## src/rtl/cfb_pkg.sv

```systemverilog
package cfb_pkg;
  typedef enum logic [1:0] {
    OP_OTHER = 2'd0,
    OP_CMP   = 2'd1,
    OP_BT    = 2'd2,
    OP_BF    = 2'd3
  } op_e;

  typedef enum logic [2:0] {
    K_EQ = 3'd0,
    K_GT = 3'd1,
    K_GE = 3'd2,
    K_HI = 3'd3,
    K_HS = 3'd4
  } kind_e;
endpackage

```

## src/rtl/cfb_decode.sv

```systemverilog
module cfb_decode
  import cfb_pkg::*;
(
  input  logic       valid_i,
  input  logic [1:0] op_i,
  input  logic [2:0] kind_i,
  input  logic       form_imm_i,
  output logic       cmp_wr_o,
  output logic       illegal_o,
  output logic       is_bt_o,
  output logic       is_bf_o
);
  logic kind_ok;
  logic is_cmp;

  always_comb begin
    kind_ok = 1'b0;
    case (kind_i)
      K_EQ, K_GT, K_HI: kind_ok = 1'b1;
      K_GE, K_HS:       kind_ok = form_imm_i; // immediate form only
      default:          kind_ok = 1'b0;
    endcase
  end

  assign is_cmp    = valid_i && (op_i == OP_CMP);
  assign cmp_wr_o  = is_cmp && kind_ok;
  assign illegal_o = is_cmp && !kind_ok;
  assign is_bt_o   = valid_i && (op_i == OP_BT);
  assign is_bf_o   = valid_i && (op_i == OP_BF);
endmodule

```

## src/rtl/cfb_compare.sv

```systemverilog
module cfb_compare
  import cfb_pkg::*;
#(
  parameter int XLEN  = 64,
  parameter int IMM_W = 10
) (
  input  logic [XLEN-1:0]  rs_a_i,
  input  logic [XLEN-1:0]  rs_b_i,
  input  logic [IMM_W-1:0] imm_i,
  input  logic             form_imm_i,
  input  logic [2:0]       kind_i,
  output logic             result_o
);
  logic [XLEN-1:0] imm_ext;
  logic [XLEN-1:0] opb;
  logic [XLEN:0]   sum;
  logic [XLEN-1:0] diff;
  logic            carry, ovf;
  logic            eq, uge, ugt, slt, sge, sgt;

  if (XLEN > IMM_W) begin : g_ext
    assign imm_ext = {{(XLEN-IMM_W){imm_i[IMM_W-1]}}, imm_i};
  end else begin : g_trunc
    assign imm_ext = imm_i[XLEN-1:0];
  end

  assign opb = form_imm_i ? imm_ext : rs_b_i;

  // single subtractor serves all relations: a + ~b + 1
  assign sum   = {1'b0, rs_a_i} + {1'b0, ~opb} + {{XLEN{1'b0}}, 1'b1};
  assign diff  = sum[XLEN-1:0];
  assign carry = sum[XLEN];
  assign ovf   = (rs_a_i[XLEN-1] ^ opb[XLEN-1]) & (rs_a_i[XLEN-1] ^ diff[XLEN-1]);

  assign eq  = (diff == '0);
  assign uge = carry;
  assign ugt = uge & ~eq;
  assign slt = diff[XLEN-1] ^ ovf;
  assign sge = ~slt;
  assign sgt = sge & ~eq;

  always_comb begin
    case (kind_i)
      K_EQ:    result_o = eq;
      K_GT:    result_o = sgt;
      K_GE:    result_o = sge;
      K_HI:    result_o = ugt;
      K_HS:    result_o = uge;
      default: result_o = 1'b0;
    endcase
  end
endmodule

```

## src/rtl/cfb_flag.sv

```systemverilog
module cfb_flag (
  input  logic clk_i,
  input  logic rst_ni,
  input  logic wr_en_i,
  input  logic wr_val_i,
  output logic flag_o
);
  always_ff @(posedge clk_i or negedge rst_ni) begin
    if (!rst_ni)      flag_o <= 1'b0;
    else if (wr_en_i) flag_o <= wr_val_i;
  end
endmodule

```

## src/rtl/cfb_branch.sv

```systemverilog
module cfb_branch #(
  parameter int PC_W   = 48,
  parameter int DISP_W = 20
) (
  input  logic              is_bt_i,
  input  logic              is_bf_i,
  input  logic              flag_i,
  input  logic [PC_W-1:0]   pc_i,
  input  logic [DISP_W-1:0] disp_i,
  output logic              taken_o,
  output logic [PC_W-1:0]   target_o
);
  localparam int EXT_W = PC_W - DISP_W - 1;

  logic [PC_W-1:0] offs;

  // displacement counts 16-bit units
  if (EXT_W > 0) begin : g_ext
    assign offs = {{EXT_W{disp_i[DISP_W-1]}}, disp_i, 1'b0};
  end else begin : g_trunc
    assign offs = {disp_i[PC_W-2:0], 1'b0};
  end

  assign target_o = pc_i + offs;
  assign taken_o  = (is_bt_i & flag_i) | (is_bf_i & ~flag_i);
endmodule

```

## src/rtl/cmp_flag_br_unit.sv

```systemverilog
module cmp_flag_br_unit #(
  parameter int XLEN   = 64,
  parameter int IMM_W  = 10,
  parameter int PC_W   = 48,
  parameter int DISP_W = 20
) (
  input  logic              clk_i,
  input  logic              rst_ni,
  input  logic              valid_i,
  input  logic [1:0]        op_i,
  input  logic [2:0]        kind_i,
  input  logic              form_imm_i,
  input  logic [XLEN-1:0]   rs_a_i,
  input  logic [XLEN-1:0]   rs_b_i,
  input  logic [IMM_W-1:0]  imm_i,
  input  logic [PC_W-1:0]   pc_i,
  input  logic [DISP_W-1:0] disp_i,
  output logic              flag_o,
  output logic              taken_o,
  output logic [PC_W-1:0]   target_o,
  output logic              illegal_o
);
  logic cmp_wr, is_bt, is_bf, cmp_res;

  cfb_decode u_dec (
    .valid_i    (valid_i),
    .op_i       (op_i),
    .kind_i     (kind_i),
    .form_imm_i (form_imm_i),
    .cmp_wr_o   (cmp_wr),
    .illegal_o  (illegal_o),
    .is_bt_o    (is_bt),
    .is_bf_o    (is_bf)
  );

  cfb_compare #(.XLEN(XLEN), .IMM_W(IMM_W)) u_cmp (
    .rs_a_i     (rs_a_i),
    .rs_b_i     (rs_b_i),
    .imm_i      (imm_i),
    .form_imm_i (form_imm_i),
    .kind_i     (kind_i),
    .result_o   (cmp_res)
  );

  cfb_flag u_flag (
    .clk_i    (clk_i),
    .rst_ni   (rst_ni),
    .wr_en_i  (cmp_wr),
    .wr_val_i (cmp_res),
    .flag_o   (flag_o)
  );

  cfb_branch #(.PC_W(PC_W), .DISP_W(DISP_W)) u_br (
    .is_bt_i  (is_bt),
    .is_bf_i  (is_bf),
    .flag_i   (flag_o),
    .pc_i     (pc_i),
    .disp_i   (disp_i),
    .taken_o  (taken_o),
    .target_o (target_o)
  );
endmodule

```

## config.mk

```make
export PLATFORM = sky130hd
export DESIGN_NAME = cmp_flag_br_unit
export DESIGN_NICKNAME = d
export VERILOG_FILES = /design/src/rtl/cfb_pkg.sv /design/src/rtl/cfb_decode.sv /design/src/rtl/cfb_compare.sv /design/src/rtl/cfb_flag.sv /design/src/rtl/cfb_branch.sv /design/src/rtl/cmp_flag_br_unit.sv
export SDC_FILE = /design/constraint.sdc
export NUM_CORES = 1
export LEC_CHECK = 0
export ABC_AREA = 0
export ABC_CLOCK_PERIOD_IN_PS = 4600
export BUFFER_PORTS_ARGS = -buffer_cell sky130_fd_sc_hd__buf_2
export CAP_MARGIN = 10
export CORE_ASPECT_RATIO = 1.2
export CORE_UTILIZATION = 45
export DETAILED_ROUTE_END_ITERATION = 7
export HOLD_SLACK_MARGIN = 0.1
export PLACE_DENSITY = 0.73
export SYNTH_ARGS = -nofsm -noshare
export SYNTH_HDL_FRONTEND = slang
export SYNTH_SLANG_ARGS = --single-unit
```

## constraint.sdc

```tcl
create_clock -name clk_i -period 4.6 [get_ports clk_i]
set_clock_uncertainty 0.15 [all_clocks]
set_input_delay 0.23 -clock clk_i [delete_from_list [all_inputs] [get_ports clk_i]]
set_output_delay 0.23 -clock clk_i [all_outputs]
set_load 0.005 [all_outputs]
```

==> key figures <==
Floorplanning
  • Io pins: ~270
  • DIE WIDTH: 119 µm
  • Rows: 50
  • Total die area: about 17,000 µm²
  • Initial core utilization: 46.5%
  • Core Region: ~16,000 µm²
  • Die H: 142 µm

Timing
  • Minimum clock period: between 6000 and 7000 ps
  • RSZ-0062 raised after global routing: yes
  • Final hold vios: 0
  • Max Freq: ~160 MHz
  • Worst rel slew slack: 50.3%
  • Endpoints failing setup: 1
  • Hold slack: ~310 ps
  • Tightest Pin Transition: between 700 and 800 ps
  • Worst setup margin: -1850 ps
  • Slew Limit Fails: 0
  • Tcrit/Tclk final: 140%

Synth
  • Post-synthesis instance total: 1,079
  • Post-Syn Area: about 7300 µm²
  • Post-synthesis sequential area ratio: less than 1%
  • Yosys cell types: between 80 and 90
  • Syn_nets: roughly 1,400
  • EDFF count, synth: 0
  • Syn. warnings: 0
  • Async S/R FF share, synth: 100%
  • Avg Inst Size Synth: 6.80 µm²
  • Synth Flop Type: dfrtp_1
  • #FFs+latches synth: 1

Finish
  • Biggest regs: u_flag.flag_o (1)
  • Ratio of cells with drive above 1 in the final layout: 34.2%
  • Most frequent cells in the layout: buf_2 (263), buf_4 (205), a21oi_1 (176)
  • Most common cell after layout, fill and taps aside: buf_2
  • Fillcell total: roughly 1,500
  • Register bank with the most flops: u_flag.flag_o
  • Final Net Count: 1,841
  • Max reg flops: 1
  • Area grow syn2layout: 41.6%

Setup path
  • Crit. End Element: flop
  • Crit path required time: 4320 ps
  • CP Max Fanout: 10
  • Crit-path slowest cell: fa_1
  • Startpoint type of the worst setup path: input pin
  • Delay-heaviest family, CP: compound AO/OA/AOI/OAI gates
  • Most frequent CP cell: nand4_1
  • Worst path bufs/invs: 1
  • Setup Crit Path Kind: input pin to flop
  • FF-to-FF path depth: 4
  • Worst EP arrival: 6170 ps
  • Critical path depth in cells: 30
  • CP max stage delay: 500 ps

Flow run
  • Maximum Capacitance Violations: 0

Outcome
  • Outcome: finished with violations
  • Failing checks: negative setup slack

Global routing
  • GRT Util Overall: a little under a third
  • Gr busiest metal: met2
  • Grt total ovfl: 0
  • Largest net degree at the start of global routing: 30
  • Met2 Use GR: 59.8%
  • Met1 usage: 36.4%
  • First-pass GRT wire length: 43,600 µm
  • Met3 usage: 2.61%
  • Vias in the first global route: around 9,400
  • Initial antenna violation count: 1

Routing
  • Routed wire length: about 27,000 µm
  • Via density: 5.73
  • DR vias: between 9,000 and 10,000
  • Routed len/inst: 15.7 µm
  • Final ANT Viol Nets: 0
  • Drt drc: 0
  • Pre-antenna DRT Iters: 5
  • DRT iter0 DRCs: between 500 and 600

Clock tree
  • Clock Latency Late Sink: 0 ps
  • Post-CTS Setup Bufs: 0
  • Clock-pin slew on the worst setup and hold paths: 0 ps

Power and ir drop
  • Comb power frac: 99.0%
  • Clock power share: 0%
  • Worst VDD drop: ~0.11 mV
  • P_int: 0.855 mW
  • Leak: 5.13 nW
  • Sw Share: around 52%
  • PwrDens: 171 nW/µm²
  • Sequential power share: under 10%
  • Switching Power: 0.921 mW

Place
  • Hpwl dp: 23,700 µm
  • Gpl congestion: approximately 1
  • Pre-CTS setup slack: -1970 ps
  • Number of port buffers: roughly 260

Hold path
  • Min-Delay Path Class: input pin to output pin
  • Hold path depth: 0
==> worst paths after layout <==
check	start	endpoint	slack [ps]
max	form_imm_i	u_flag.flag_o	-1850
min	pc_i[0]	target_o[0]	310
max reg2reg	u_flag.flag_o	u_flag.flag_o	3320
min reg2reg	u_flag.flag_o	u_flag.flag_o	640
max in group asynchronous	rst_ni	u_flag.flag_o	3770
min in group asynchronous	rst_ni	u_flag.flag_o	440
==> synth_stat cells, drive strengths merged (3+ instances only) <==
cell     instances  area (µm²)
nand2b          12        75.1
a21o            49         370
or2              6        37.5
o41ai            3        33.8
nand4           34         213
o211ai           8        60.1
a31o             4        35.0
a311o            5        50.1
nor4             9        62.6
o221ai           4        35.0
a21boi           3        22.5
fa               3        60.1
ha             114        1430
a211o            3        26.3
a2111oi         13         151
o21ai           79         399
nor3b            3        33.8
o2111ai          6        52.6
nor2b           11        68.8
xnor2           49         429
and3             6        37.5
or3             12        75.1
nor4b            3        26.3
nor3            26         130
o211a            4        40.0
a31oi           13         109
nand3           17        85.1
and4             6        52.6
mux2             4        45.0
a211oi           9        72.6
xor2            28         245
clkbuf          31         118
buf             13        63.8
o21bai          19         143
inv             39         146
nor2            67         251
and2             9        56.3
a21oi          180         920
nand2           94         353
o21a            27         204
mux2i           13         130
o31ai            9        77.6
==> logic make-up after synthesis <==
group,synth area share [%]
mux,2.39
buf+inv,4.47
fa+ha+maj,20.3
xor+xnor,9.19
flops,0.341
simple gates,21.8
compound gates,41.6
==> metal layers <==
metal	routed length [µm]	vias to the layer above
met2	13800	322
met1	11200	4483
met5	0	-
li1	-	4988
met4	544	0
met3	1360	42
==> cell type report <==
class | count | area, µm² | share of cell area, %
multi-input cells | 995 | 7030 | 67.7
repair buffers | 472 | 2910 | 28.0
well taps | 208 | 260 | 2.51
inverters | 39 | 154 | 1.48
flip-flops and latches | 1 | 25.0 | 0.241
diodes | 2 | 5.00 | 0.0482
==> power groups by stage <==
stage | Combinational [mW] | Sequential [mW] | Clock, mW
floorplan | 1.02 | 0.0151 | 0
global placement | 1.71 | 0.0173 | 0
detailed placement | 1.72 | 0.0171 | 0
CTS | 1.74 | 0.0172 | 0
finish | 1.76 | 0.0171 | 0.0000000582
global route | 1.92 | 0.0172 | 0.0000000291
==> stage by stage <==
stage	TNS [ps]	power, mW	util, %	std cells	instance area [µm²]
2_1_floorplan	-1210	1.04	-	1079	7430
3_3_place_gp	-1750	1.73	65.6	1714	10300
3_5_place_dp	-1970	1.74	65.6	1714	10300
4_1_cts	-1790	1.76	65.8	1715	10400
5_1_grt	-2250	1.94	65.9	1716	10400
6_report	-1850	1.78	65.9	1717	10400
==> repair_timing <==
action | 4_1_cts | 5_1_grt
hold endpoints to repair | 1 | 0
pin swaps | 0 | 1
hold buffers | 1 | 0
resized for setup | 6 | 2
setup endpoints to repair | 1 | 1
Note: power is estimated with default switching activity, not from simulation.
